$ cat src/rtl/gpio_dual_pkg.sv
package gpio_dual_pkg;
  localparam int unsigned DW = 32;

  typedef enum logic [2:0] {
    SEL_OUT  = 3'd0,
    SEL_DIR  = 3'd1,
    SEL_IN   = 3'd2,
    SEL_LVL  = 3'd3,
    SEL_FLAG = 3'd4,
    SEL_MASK = 3'd5,
    SEL_MIR  = 3'd6,
    SEL_EN   = 3'd7
  } bank_sel_e;

  localparam logic [3:0] W_PRI_LAST = 4'd6;
  localparam logic [3:0] W_SEC_EN   = 4'd7;
  localparam logic [3:0] W_SEC_LAST = 4'd14;
  localparam logic [3:0] W_OWNER    = 4'd15;
endpackage

$ cat src/rtl/gpio_dual_sync.sv
module gpio_dual_sync #(
  parameter int unsigned W      = 32,
  parameter int unsigned STAGES = 2
) (
  input  logic         clk_i,
  input  logic         rst_ni,
  input  logic [W-1:0] d_i,
  output logic [W-1:0] q_o
);
  logic [W-1:0] stg_q [STAGES];

  always_ff @(posedge clk_i or negedge rst_ni) begin
    if (!rst_ni) begin
      for (int s = 0; s < STAGES; s++) stg_q[s] <= '0;
    end else begin
      stg_q[0] <= d_i;
      for (int s = 1; s < STAGES; s++) stg_q[s] <= stg_q[s-1];
    end
  end

  assign q_o = stg_q[STAGES-1];
endmodule

$ cat src/rtl/gpio_dual_regs.sv
module gpio_dual_regs
  import gpio_dual_pkg::*;
#(
  parameter int unsigned N      = 32,
  parameter bit          HAS_EN = 1'b0
) (
  input  logic      clk_i,
  input  logic      rst_ni,
  input  logic      wr_i,
  input  bank_sel_e sel_i,
  input  logic [N-1:0] wdata_i,
  input  logic [N-1:0] own_i,
  input  logic [N-1:0] sync_i,
  output logic [N-1:0] rdata_o,
  output logic [N-1:0] out_o,
  output logic [N-1:0] oe_o,
  output logic      irq_o
);
  logic [N-1:0] out_q, dir_q, lvl_q, flag_q, mask_q;
  logic [N-1:0] en_w, en_rd, set_w, clr_w;

  // level match on owned lines only
  assign set_w = own_i & ~(sync_i ^ lvl_q);
  assign clr_w = (wr_i && sel_i == SEL_FLAG) ? wdata_i : '0;

  always_ff @(posedge clk_i or negedge rst_ni) begin
    if (!rst_ni) begin
      out_q  <= '0;
      dir_q  <= '0;
      lvl_q  <= '0;
      flag_q <= '0;
      mask_q <= '0;
    end else begin
      if (wr_i) begin
        case (sel_i)
          SEL_OUT:  out_q  <= wdata_i;
          SEL_DIR:  dir_q  <= wdata_i;
          SEL_LVL:  lvl_q  <= wdata_i;
          SEL_MASK: mask_q <= wdata_i;
          default:  ;
        endcase
      end
      flag_q <= (flag_q & ~clr_w) | set_w;
    end
  end

  generate
    if (HAS_EN) begin : g_en
      logic [N-1:0] en_q;
      always_ff @(posedge clk_i or negedge rst_ni) begin
        if (!rst_ni)                        en_q <= '0;
        else if (wr_i && sel_i == SEL_EN)   en_q <= wdata_i;
      end
      assign en_w  = en_q;
      assign en_rd = en_q;
    end else begin : g_no_en
      assign en_w  = '1;
      assign en_rd = '0;
    end
  endgenerate

  always_comb begin
    case (sel_i)
      SEL_OUT:         rdata_o = out_q & own_i;
      SEL_DIR:         rdata_o = dir_q & own_i;
      SEL_IN, SEL_MIR: rdata_o = sync_i;
      SEL_LVL:         rdata_o = lvl_q;
      SEL_FLAG:        rdata_o = flag_q;
      SEL_MASK:        rdata_o = mask_q;
      SEL_EN:          rdata_o = en_rd;
      default:         rdata_o = '0;
    endcase
  end

  assign out_o = out_q;
  assign oe_o  = dir_q & en_w;
  assign irq_o = |(flag_q & mask_q);

  // a matching owned line is flagged at the next edge
  p_flag_set_r5: assert property (@(posedge clk_i) disable iff (!rst_ni)
    (set_w != '0) |=> ((flag_q & $past(set_w)) == $past(set_w)));

  // new flag bits only on lines owned at the previous edge
  p_unowned_quiet_r5: assert property (@(posedge clk_i) disable iff (!rst_ni)
    ((flag_q & ~$past(flag_q) & ~$past(own_i)) == '0));

  // cleared bits without a live condition read 0 afterwards
  p_flag_clr_r6: assert property (@(posedge clk_i) disable iff (!rst_ni)
    (wr_i && sel_i == SEL_FLAG) |=> ((flag_q & $past(wdata_i & ~set_w)) == '0));
endmodule

$ cat src/rtl/gpio_dual_bank.sv
module gpio_dual_bank
  import gpio_dual_pkg::*;
#(
  parameter int unsigned N           = 32,
  parameter int unsigned SYNC_STAGES = 2
) (
  input  logic          clk_i,
  input  logic          rst_ni,
  input  logic          permit_i,
  input  logic          req_i,
  input  logic          we_i,
  input  logic [3:0]    waddr_i,
  input  logic [DW-1:0] wdata_i,
  output logic [DW-1:0] rdata_o,
  input  logic [N-1:0]  pad_i,
  output logic [N-1:0]  pad_o,
  output logic [N-1:0]  pad_oe_o,
  output logic          irq_pri_o,
  output logic          irq_sec_o
);
  logic [N-1:0] sync_w, owner_q;
  logic [N-1:0] pri_rd, sec_rd, pri_out, sec_out, pri_oe, sec_oe;
  logic         rd_w, wr_w, pri_hit, sec_hit, own_hit;
  bank_sel_e    pri_sel, sec_sel;
  logic [N-1:0] rd_mux;

  assign rd_w    = req_i & ~we_i;
  assign wr_w    = req_i & we_i;
  assign pri_hit = (waddr_i <= W_PRI_LAST);
  assign sec_hit = (waddr_i >= W_SEC_EN) && (waddr_i <= W_SEC_LAST);
  assign own_hit = (waddr_i == W_OWNER);
  assign pri_sel = bank_sel_e'(waddr_i[2:0]);
  // words 8..14 map onto sel 0..6; word 7 is the enable word
  assign sec_sel = (waddr_i == W_SEC_EN) ? SEL_EN : bank_sel_e'(waddr_i[2:0]);

  gpio_dual_sync #(.W(N), .STAGES(SYNC_STAGES)) u_sync (
    .clk_i  (clk_i),
    .rst_ni (rst_ni),
    .d_i    (pad_i),
    .q_o    (sync_w)
  );

  always_ff @(posedge clk_i or negedge rst_ni) begin
    if (!rst_ni)                           owner_q <= '0;
    else if (wr_w && own_hit && permit_i)  owner_q <= wdata_i[N-1:0];
  end

  gpio_dual_regs #(.N(N), .HAS_EN(1'b0)) u_pri (
    .clk_i   (clk_i),
    .rst_ni  (rst_ni),
    .wr_i    (wr_w & pri_hit),
    .sel_i   (pri_sel),
    .wdata_i (wdata_i[N-1:0]),
    .own_i   (owner_q),
    .sync_i  (sync_w),
    .rdata_o (pri_rd),
    .out_o   (pri_out),
    .oe_o    (pri_oe),
    .irq_o   (irq_pri_o)
  );

  gpio_dual_regs #(.N(N), .HAS_EN(1'b1)) u_sec (
    .clk_i   (clk_i),
    .rst_ni  (rst_ni),
    .wr_i    (wr_w & sec_hit & permit_i),
    .sel_i   (sec_sel),
    .wdata_i (wdata_i[N-1:0]),
    .own_i   (~owner_q),
    .sync_i  (sync_w),
    .rdata_o (sec_rd),
    .out_o   (sec_out),
    .oe_o    (sec_oe),
    .irq_o   (irq_sec_o)
  );

  assign pad_o    = (owner_q & pri_out) | (~owner_q & sec_out);
  assign pad_oe_o = (owner_q & pri_oe)  | (~owner_q & sec_oe);

  always_comb begin
    rd_mux = '0;
    if (rd_w) begin
      if (pri_hit)                   rd_mux = pri_rd;
      else if (permit_i && sec_hit)  rd_mux = sec_rd;
      else if (permit_i && own_hit)  rd_mux = owner_q;
    end
  end

  assign rdata_o = DW'(rd_mux);

  // locked writes leave the ownership word alone
  p_owner_locked_r8: assert property (@(posedge clk_i) disable iff (!rst_ni)
    (wr_w && own_hit && !permit_i) |=> $stable(owner_q));

  // locked reads of the secondary side return zero
  p_locked_read_r8: assert property (@(posedge clk_i) disable iff (!rst_ni)
    (rd_w && !pri_hit && !permit_i) |-> (rdata_o == '0));
endmodule

$ cat config.mk
export PLATFORM = sky130hd
export DESIGN_NAME = gpio_dual_bank
export DESIGN_NICKNAME = d
export VERILOG_FILES = /design/src/rtl/gpio_dual_pkg.sv /design/src/rtl/gpio_dual_sync.sv /design/src/rtl/gpio_dual_regs.sv /design/src/rtl/gpio_dual_bank.sv
export SDC_FILE = /design/constraint.sdc
export NUM_CORES = 1
export LEC_CHECK = 0
export ABC_CLOCK_PERIOD_IN_PS = 2440
export BUFFER_PORTS_ARGS = -buffer_cell sky130_fd_sc_hd__buf_4
export CAP_MARGIN = 20
export CELL_PAD_IN_SITES_DETAIL_PLACEMENT = 1
export CELL_PAD_IN_SITES_GLOBAL_PLACEMENT = 1
export CORE_ASPECT_RATIO = 0.5
export CORE_UTILIZATION = 45
export CTS_BUF_LIST = sky130_fd_sc_hd__clkbuf_8
export DETAILED_ROUTE_END_ITERATION = 6
export MAX_ROUTING_LAYER = met4
export PLACE_DENSITY_LB_ADDON = 0.1
export SLEW_MARGIN = 40
export SYNTH_ARGS = -nofsm -noshare
export SYNTH_HDL_FRONTEND = slang
export SYNTH_SLANG_ARGS = --single-unit
$ cat constraint.sdc
create_clock -name clk_i -period 2.44 [get_ports clk_i]
set_clock_uncertainty 0.1 [all_clocks]
set_input_delay 0.488 -clock clk_i [delete_from_list [all_inputs] [get_ports clk_i]]
set_output_delay 0.488 -clock clk_i [all_outputs]
set_load 0.005 [all_outputs]
==> impl_metrics.csv, run 1 <==
group,metric,value,unit
outcome,status,"finished with violations",
outcome,violations,"design-rule violations, negative setup slack",
clock_tree,cts_made_buffers,68,
worst_setup_path,r2r_end,"owner_q[8]",
timing,rsz0062_at_grt,"yes",
placement,io_buffer_count,170,
worst_setup_path,cp_top_family,"compound AO/OA/AOI/OAI gates",
floorplan,pin_count,171,
worst_hold_path,hp-class,"in2reg",
timing,hold_violations,0,
clock_tree,cts.sinks,448,
floorplan,rows,56,
worst_setup_path,path_max_fanout,2,
worst_setup_path,path_class,"reg2out",
worst_setup_path,crit_buf_inv,1,
synth,netlist_area,0.0220,mm²
clock_tree,cts_tree,"built",
final_layout,final_cell_mix,"416 x dfrtp_1, 384 x buf_4, 310 x mux2_2, 197 x nand2_1, 103 x a21oi_1",
job,cap_violations,0,
global_routing,grt_usage,36.1,%
worst_setup_path,cp.depth,6,
clock_tree,path_clk_slew,70,ps
final_layout,instances_no_fill,3042,
global_routing,grt_pass1_vias,19500,
final_layout,multi_input_area,0.0109,mm²
floorplan,dieArea,0.0499,mm²
timing,maxSlewViolCount,0,
worst_setup_path,cpMostUsedCell,"a221o_1",
worst_setup_path,cp-end-kind,"output port",
floorplan,core,0.0476,mm²
synth,ys.flop_type,"dfrtp_1",
power_and_ir_drop,ir_worst_vdd,0.401,mV
detailed_routing,via_per_inst,6.21,
worst_setup_path,startpoint_type,"register",
final_layout,drive_gt1_share,45.6,%
worst_setup_path,r2r_cells,3,
timing,worst_slew_pin_slew,621,ps
timing,fin_setup_tns,-10470,ps
final_layout,fill_cells,4844,
worst_setup_path,worst_path_max_delay_cell,"dfrtp_1",
power_and_ir_drop,p_leak,13.1,nW
clock_tree,insertion_delay,660,ps
detailed_routing,wire_per_inst,28.6,µm
timing,max_freq,0.328,GHz
worst_setup_path,cp.arrival,2460,ps
final_layout,regArea,0.0113,mm²
clock_tree,clk_path_buf_depth,3,
synth,synth_edf_count,0,
clock_tree,clockRootBuffer,"clkbuf_8",
power_and_ir_drop,power_density,724,mW/mm²
synth,syn_nets,2025,
timing,post-route-period-util,125,%
timing,setup_slack,-611,ps
timing,period_needed,3050,ps
final_layout,fin_util,61.6,%
final_layout,nNetsFinal,2428,
detailed_routing,final_antenna_net_count,0,
detailed_routing,drtPass1Iterations,7,
synth,ys_seq_area_share,50.9,%
worst_setup_path,crit_chain,"nor2b_2, nand2_1, a221o_1, a221o_1, a2111oi_4, buf_4",
synth,synthCells,1952,
worst_setup_path,cp-endpoint,"rdata_o[12]",
final_layout,final_common_cell,"dfrtp_1",
global_routing,grt_pass1_wl,128,mm
detailed_routing,drt_iter0_markers,1939,
detailed_routing,drc_errors,11,
synth,synth-seq-cells,448,
global_routing,grt_start_max_net_pins,87,
placement,pre_cts_ws,-576,ps
worst_setup_path,crit_required,1850,ps
worst_setup_path,cpPeakStageDelay,390,ps
placement,gp_congestion,0.961,
synth,synth_warnings,0,
synth,async_reset_ff_share,100,%
worst_setup_path,cp-startpoint,"owner_q[12]",
timing,setup_viol,34,
placement,dp_hpwl,60.9,mm
placement,dpl.cell_count,2837,
synth,ys_types,66,
timing,slew_headroom,58.6,%
floorplan,die_h,158,µm
power_and_ir_drop,total_power,21.2,mW
clock_tree,htreeDepth,3,
floorplan,initial_core_util,46.3,%
global_routing,globalRouteOverflowTotal,0,
synth,syn_area_per_cell,11.3,µm²
detailed_routing,wl,86.9,mm
floorplan,die_w,315,µm
worst_setup_path,r2r_start,"owner_q[8]",
final_layout,syn_to_final_growth,33.0,%
worst_setup_path,rrSetupSlack,1290,ps
detailed_routing,vias,18900,
global_routing,grt_antenna_before_repair,3,
[state kept, by name (all words and copies together), names as in the netlist]
name,flops
u_sec.flag_q,32
u_sec.dir_q,32
u_sync.q_o,32
u_sec.mask_q,32
u_sec.lvl_q,32
u_sec.out_o,32
u_pri.flag_q,32
u_pri.out_o,32
u_pri.mask_q,32
u_pri.lvl_q,32
u_pri.oe_o,32
owner_q,32
u_sec.en_rd,32
u_sync.stg_q,32
[per-stage QoR]
stage               instance area, µm²  hold WS [ps]
global placement                 26000           232
floorplan                        22200          92.4
finish                           29300          53.8
CTS                              29000          16.7
global route                     29300          40.4
detailed placement               26000           236
[layout make-up]
class	instances	share of cell area (%)
timing repair buffer	512	16.4
inverter	12	0.167
clock buffer	91	4.27
sequential	448	38.4
tap	638	2.72
clock inverter	26	0.628
multi-input combinational	1313	37.3
antenna	2	0.0171
[worst min path at each step]
stage / start / endpoint / slack (ps) / cells past startpoint
CTS: wdata_i[5] / u_sec.out_o[5] / 20 / 2
floorplan: rst_ni / owner_q[0] / 90 / 0
detailed placement: u_sync.stg_q[48] / u_sync.q_o[16] / 240 / 0
global route: wdata_i[13] / u_pri.out_o[13] / 40 / 2
finish: wdata_i[5] / u_sec.out_o[5] / 50 / 2
global placement: u_sync.stg_q[58] / u_sync.q_o[26] / 230 / 0
[synth_stat cells (13+ instances only)]
cell type | number | area, µm²
a22oi_1 | 40 | 300
nor2b_1 | 49 | 307
a221o_1 | 13 | 130
nor2_1 | 45 | 169
o2bb2ai_1 | 28 | 245
clkbuf_1 | 108 | 405
o22ai_1 | 22 | 138
mux2_2 | 317 | 3570
nand2_1 | 205 | 769
dfrtp_1 | 448 | 11200
xor2_1 | 28 | 245
o21ai_0 | 64 | 320
buf_2 | 52 | 260
mux2_1 | 14 | 158
a221oi_1 | 23 | 201
a21oi_1 | 113 | 566
nand2b_1 | 33 | 206
o211ai_1 | 14 | 105
mux2i_1 | 22 | 220
xnor2_1 | 36 | 315
a22o_1 | 71 | 622
[where the power goes]
group / internal (mW) / total [mW] / switching [mW]
logic: 2.43 / 4.58 / 2.15
registers: 8.56 / 9.79 / 1.24
clock network: 3.63 / 6.84 / 3.21
[cells by family after synthesis]
group | after synthesis | synth area share (%)
multiplexers | 355 | 18.1
XOR/XNOR | 64 | 2.54
buffers and inverters | 191 | 3.83
AO/OA/AOI/OAI | 500 | 16.2
flip-flops | 448 | 50.9
AND/OR/NAND/NOR | 394 | 8.47
[routing by layer]
layer,GRT usage (%),wire length [µm],part of all wire (%),vias to the layer above
li1,-,-,-,7937
met1,50.9,39000,45,9933
met2,52.4,38200,44,877
met3,8.09,7880,9.1,148
met4,8.85,1820,2.1,0
met5,-,0,0,-
[what timing repair did]
action | in CTS | in global routing
buffers inserted | 36 | 16
endpoints found under the hold margin | 246 | 0
pin swaps | 66 | 45
gates resized for setup | 214 | 59
gates cloned | 2 | 1
hold buffers | 33 | 0
endpoints found under the setup margin | 34 | 34
(Power assumes the default switching activity.)
==> run 2, diff against run 1 <==
Settings changed: ABC_AREA from default to 1, CORE_UTILIZATION 45 to 42.
==> impl_metrics.csv, run 2 <==
group,metric,value,unit
final_layout,stdcell_area,0.0294,mm²
synth,async_reset_ff_share,100,%
synth,synth_commonest_cells,"769 x nand2_1, 534 x o21ai_0, 448 x dfrtp_1",
synth,syn_area_per_cell,7.57,µm²
timing,slew_headroom,64.3,%
clock_tree,cts.sinks,448,
synth,yosysMostFrequentCell,"nand2_1",
synth,synth-seq-cells,448,
clock_tree,clockRootBuffer,"clkbuf_8",
worst_setup_path,crit_required,1850,ps
worst_setup_path,rrSetupSlack,1280,ps
power_and_ir_drop,total_power,20.3,mW
floorplan,pin_count,171,
detailed_routing,drtPass1Iterations,5,
global_routing,grt_start_max_net_pins,88,
global_routing,globalRouteOverflowTotal,0,
power_and_ir_drop,seqPwrFrac,45.8,%
final_layout,regArea,0.0112,mm²
power_and_ir_drop,power_density,689,mW/mm²
worst_hold_path,min_to,"u_sec.lvl_q[29]",
final_layout,drive_gt1_share,25.9,%
worst_setup_path,startpoint_type,"input port",
floorplan,rows,58,
synth,synth_edf_count,0,
floorplan,core,0.0507,mm²
outcome,violations,"negative setup slack",
synth,synth_warnings,0,
floorplan,initial_core_util,42.9,%
outcome,status,"finished with violations",
timing,maxSlewViolCount,0,
synth,synth_area_leader_cell,"dfrtp_1",
synth,synthCells,2873,
detailed_routing,vias,22600,
final_layout,multi_input_area,0.00986,mm²
floorplan,die_h,163,µm
worst_hold_path,worstHoldPathCells,3,
power_and_ir_drop,p_leak,14.1,nW
final_layout,final_common_cell,"nand2_1",
worst_hold_path,hp-class,"in2reg",
synth,synth_area_leaders,"dfrtp_1 52%, nand2_1 13%, o21ai_0 12%",
floorplan,die_w,324,µm
clock_tree,path_clk_slew,70,ps
detailed_routing,wl,92.2,mm
power_and_ir_drop,p_sw_share,32.7,%
placement,gp_congestion,0.933,
worst_setup_path,r2r_end,"u_sec.flag_q[13]",
timing,hold_violations,0,
placement,dp_hpwl,56.8,mm
global_routing,grt_usage,34.5,%
clock_tree,cts_tree,"built",
synth,ys_seq_area_share,51.5,%
worst_setup_path,path_max_fanout,14,
worst_setup_path,path_class,"in2out",
final_layout,final_cell_mix,"704 x nand2_1, 502 x o21ai_0, 433 x dfrtp_1, 361 x buf_4, 257 x nor2_1",
clock_tree,insertion_delay,670,ps
synth,syn_nets,2946,
detailed_routing,final_antenna_net_count,0,
detailed_routing,wire_per_inst,22.9,µm
synth,ys_types,28,
timing,max_freq,0.365,GHz
synth,ys.flop_type,"dfrtp_1",
floorplan,dieArea,0.0528,mm²
final_layout,syn_to_final_growth,35.3,%
detailed_routing,via_per_inst,5.59,
timing,post-route-period-util,112,%
timing,whs,175,ps
detailed_routing,drt_iter0_markers,2106,
timing,setup_slack,-297,ps
placement,place_area,0.0250,mm²
placement,io_buffer_count,170,
job,cap_violations,0,
final_layout,nNetsFinal,3368,
worst_setup_path,cp.arrival,2150,ps
global_routing,grt_pass1_vias,22200,
clock_tree,clk_path_buf_depth,3,
power_and_ir_drop,p_sw,6.62,mW
final_layout,fill_cells,6177,
clock_tree,htreeDepth,3,
timing,fin_setup_tns,-3760,ps
power_and_ir_drop,clkPwrFrac,32.8,%
power_and_ir_drop,p_comb_share,21.5,%
worst_setup_path,r2r_start,"owner_q[13]",
timing,rsz0062_at_grt,"yes",
global_routing,grt_pass1_wl,133,mm
timing,setup_viol,34,
final_layout,fin_util,58.1,%
power_and_ir_drop,p_int,13.6,mW
timing,period_needed,2740,ps
timing,worst_slew_pin_slew,530,ps
worst_hold_path,min_from,"wdata_i[29]",
synth,synth_top_area_share,51.5,%
detailed_routing,drc_errors,0,
power_and_ir_drop,ir_worst_vdd,0.417,mV
clock_tree,cts_made_buffers,71,
synth,netlist_area,0.0218,mm²
worst_setup_path,cp-end-kind,"output port",
worst_setup_path,r2r_cells,5,
global_routing,grt_antenna_before_repair,1,
==> run 2: changes by cell type after synthesis, sizes merged, moves of 49 or more <==
cell / previous run / this run
a22o: 71 / 5
inv: 12 / 258
mux2: 332 / 0
nand2: 205 / 779
nand3: 13 / 126
nor2: 47 / 340
nor2b: 49 / 0
o21ai: 64 / 583
==> run 2: power groups by stage <==
| stage | logic, mW | registers [mW] | clock network (mW) |
|---|---|---|---|
| 3_5_place_dp | 3.47 | 9.30 | 0 |
| 4_1_cts | 3.93 | 9.19 | 6.68 |
| 5_1_grt | 4.78 | 9.38 | 7.02 |
| 2_1_floorplan | 1.94 | 9.06 | 0 |
| 6_report | 4.35 | 9.28 | 6.64 |
| 3_3_place_gp | 3.34 | 9.26 | 0 |
==> run 2: repair_timing <==
item / in CTS / in global routing
setup endpoints to repair: 38 / 35
hold endpoints to repair: 268 / 0
pin swaps: 82 / 112
resized for setup: 193 / 240
setup buffers: 92 / 58
cloned: 4 / 6
hold buffers: 33 / 0
==> run 2: cell families (layout without fill, tap and decap cells) <==
| kind of cell | count (synthesis) | in the layout | share of synthesized area (%) |
|---|---|---|---|
| buffers and inverters | 420 | 888 | 7.43 |
| AOI/OAI and AO/OA | 697 | 697 | 16.2 |
| and+or+nand+nor | 1276 | 1276 | 23.6 |
| other | 0 | 1 | 0 |
| DFF | 448 | 448 | 51.5 |
| xor gates and xnor gates | 32 | 32 | 1.29 |
==> run 2: final cells by class <==
type / count / area share (%)
antenna: 1 / 0.00850
clock buffer: 87 / 4.07
clock inverter: 32 / 0.621
inverter: 259 / 3.44
multi-input combinational: 2005 / 33.5
sequential: 448 / 38.2
tap: 690 / 2.93
timing repair buffer: 510 / 17.3
==> run 2: worst max-delay path, cell delays in order <==
cell and delay [ps]:
buf_12 110, buf_6 100, nand3_4 100, buf_6 160, nand2_4 80, buf_4 110, buf_4 250, o21ai_0 190
a21oi_1 280, nor2_2 110, buf_4 150
==> run 2: metrics by stage <==
stage | std cells | setup WS, ps
global placement | 3722 | -222
global route | 4031 | -255
floorplan | 2873 | 259
CTS | 3969 | -220
detailed placement | 3722 | -239
finish | 4032 | -297
==> run 2: routing by layer <==
metal,GRT usage (%),part of all wire (%),vias to the layer above
li1,-,-,10000
met1,49.1,44,11400
met2,51.9,45,904
met3,4.70,7.6,205
met4,9.11,3.2,0
met5,-,0,-
==> run 2: worst max path at each step <==
stage                     start           to  slack (ps)  depth (start not counted)
6_report             waddr_i[1]  rdata_o[21]        -300                         11
3_3_place_gp         waddr_i[1]   rdata_o[8]        -220                         11
3_5_place_dp         waddr_i[0]   rdata_o[8]        -240                         10
2_1_floorplan        waddr_i[0]  rdata_o[13]         260                         11
4_1_cts        u_sec.flag_q[18]    irq_sec_o        -220                          6
5_1_grt         u_sec.flag_q[3]    irq_sec_o        -250                          7
==> run 3, diff against run 2 <==
Settings changed: CORE_UTILIZATION 42 to 40, CTS_BUF_LIST sky130_fd_sc_hd__clkbuf_8 to default.
==> impl_metrics.csv, run 3 (synthesis gave the netlist of run 2 again) <==
group,metric,value,unit
global_routing,grt_pass1_wl,133,mm
clock_tree,insertion_delay,590,ps
floorplan,dieArea,0.0554,mm²
power_and_ir_drop,p_int,14.1,mW
floorplan,pin_count,171,
floorplan,core,0.0529,mm²
detailed_routing,routed.top_layer,"met4",
worst_setup_path,path_max_fanout,3,
floorplan,die_w,332,µm
final_layout,regArea,0.0112,mm²
timing,max_freq,0.387,GHz
power_and_ir_drop,power_density,711,mW/mm²
detailed_routing,wl_met1,41.6,mm
outcome,status,"finished with violations",
global_routing,grt_antenna_before_repair,2,
detailed_routing,final_antenna_net_count,0,
detailed_routing,dr_wl_met3,6.72,mm
power_and_ir_drop,clkPwrFrac,34.9,%
power_and_ir_drop,p_sw_share,31.5,%
worst_setup_path,cpPeakStageDelay,410,ps
clock_tree,cts_made_buffers,44,
worst_setup_path,crit_chain,"nand2_1, nand2_1, a221oi_1, nand2_1, nor2_1, nand2_2, buf_6",
timing,setup_slack,-143,ps
worst_setup_path,path_class,"reg2out",
detailed_routing,via_per_inst,5.57,
job,cap_violations,0,
final_layout,multi_input_area,0.00974,mm²
final_layout,final_common_cell,"nand2_1",
clock_tree,clockRootBuffer,"clkbuf_16",
worst_hold_path,hp-class,"in2reg",
worst_setup_path,startpoint_type,"register",
final_layout,final_cell_mix,"727 x nand2_1, 504 x o21ai_0, 437 x dfrtp_1, 279 x buf_4, 260 x nor2_1",
timing,worst_slew_pin_slew,565,ps
timing,maxSlewViolCount,0,
timing,period_needed,2580,ps
power_and_ir_drop,p_comb_share,20.0,%
power_and_ir_drop,total_power,20.5,mW
final_layout,fin_util,54.6,%
clock_tree,cts_tree,"built",
placement,io_buffer_count,170,
global_routing,grt_start_max_net_pins,91,
timing,setup_viol,34,
timing,rsz0062_at_grt,"yes",
global_routing,grt_pass1_vias,22100,
detailed_routing,drc_errors,0,
detailed_routing,wl_met2,41.1,mm
clock_tree,htreeDepth,2,
timing,slew_headroom,62.1,%
worst_setup_path,cp_top_family,"simple AND/OR/NAND/NOR gates",
placement,dp_hpwl,57.1,mm
clock_tree,path_clk_slew,80,ps
worst_setup_path,crit_buf_inv,1,
timing,post-route-period-util,106,%
floorplan,rows,59,
detailed_routing,wl,91.8,mm
worst_setup_path,cp-end-kind,"output port",
power_and_ir_drop,seqPwrFrac,45.1,%
final_layout,nNetsFinal,3262,
placement,gp_congestion,0.865,
final_layout,drive_gt1_share,22.1,%
final_layout,syn_to_final_growth,32.8,%
outcome,violations,"negative setup slack",
floorplan,die_h,167,µm
detailed_routing,vias,21900,
detailed_routing,drt_iter0_markers,1758,
power_and_ir_drop,p_sw,6.46,mW
floorplan,initial_core_util,41.2,%
power_and_ir_drop,ir_worst_vdd,0.624,mV
worst_setup_path,worst_path_max_delay_cell,"dfrtp_1",
global_routing,globalRouteOverflowTotal,0,
timing,whs,225,ps
final_layout,fill_cells,6308,
detailed_routing,drtPass1Iterations,5,
worst_setup_path,crit_required,1850,ps
worst_setup_path,cpMostUsedCell,"nand2_1",
power_and_ir_drop,p_leak,13.6,nW
clock_tree,clk_path_buf_depth,3,
worst_setup_path,cp.arrival,2000,ps
global_routing,grt_usage,32.3,%
clock_tree,cts.sinks,448,
timing,hold_violations,0,
detailed_routing,wire_per_inst,23.4,µm
## run 3: cell types whose count changed in the layout (fill, tap and decap cells not counted), sizes merged
cell	delta
bufinv	+1
clkbuf	-19
clkinv	+8
nand2	+1
bufbuf	+1
clkinvlp	-2
buf	-87
inv	-22
## run 3: path summary, 6_finish.rpt
kind	startpoint	endpoint	cells after the start	slack, ps
min in group asynchronous	rst_ni	u_pri.mask_q[8]	2	270
max in group asynchronous	rst_ni	owner_q[24]	3	1090
worst max-delay path	u_sec.mask_q[12]	irq_sec_o	7	-140
worst min register to register	u_sync.stg_q[59]	u_sync.q_o[27]	0	250
worst min-delay path	wdata_i[5]	u_sec.lvl_q[5]	3	230
worst max register to register	u_sync.q_o[26]	u_sec.flag_q[26]	3	1180
## run 3: area by class of cell
type | count | share of cell area [%]
Tap cell | 701 | 3.04
Clock inverter | 16 | 0.537
Timing Repair Buffer | 429 | 15.8
Clock buffer | 63 | 4.48
Sequential cell | 448 | 38.9
Multi-Input combinational cell | 2006 | 33.7
Timing Repair inverter | 1 | 0.0260
Inverter | 259 | 3.50
Antenna cell | 1 | 0.00866
## run 3: power by group through the flow
stage,clock (mW),combinational (mW),sequential (mW)
2_1_floorplan,0,1.94,9.06
3_3_place_gp,0,3.36,9.26
3_5_place_dp,0,3.48,9.29
4_1_cts,7.23,3.74,9.19
5_1_grt,7.54,4.53,9.38
6_report,7.16,4.10,9.26
## run 3: timing repair
item / CTS / global route
cloned: 7 / 15
hold buffers: 33 / 0
setup buffers: 34 / 30
pin swaps: 46 / 87
endpoints found under the hold margin: 68 / 0
resized for setup: 122 / 246
endpoints found under the setup margin: 37 / 34
## run 3: worst reg2reg max path, delay by kind of cell (launching register included)
family	cells	cell delay, ps
flops	1	450
compound gates	2	510
simple gates	1	130
## run 3: metrics by stage
step                cells  setup TNS [ps]  cell area, µm²  worst slack, ps
floorplan            2873               0           21800              259
global placement     3733           -2460           25100             -176
detailed placement   3733           -4360           25100             -219
CTS                  3883           -1190           27600             -107
global route         3924           -4300           28900             -231
finish               3924           -2340           28900             -143
## run 3: per-layer routing
layer / global-route usage (%) / vias to the layer above
met5: - / -
met4: 7.34 / 0
met3: 4.75 / 153
met2: 48.9 / 710
met1: 45.6 / 11200
li1: - / 9836
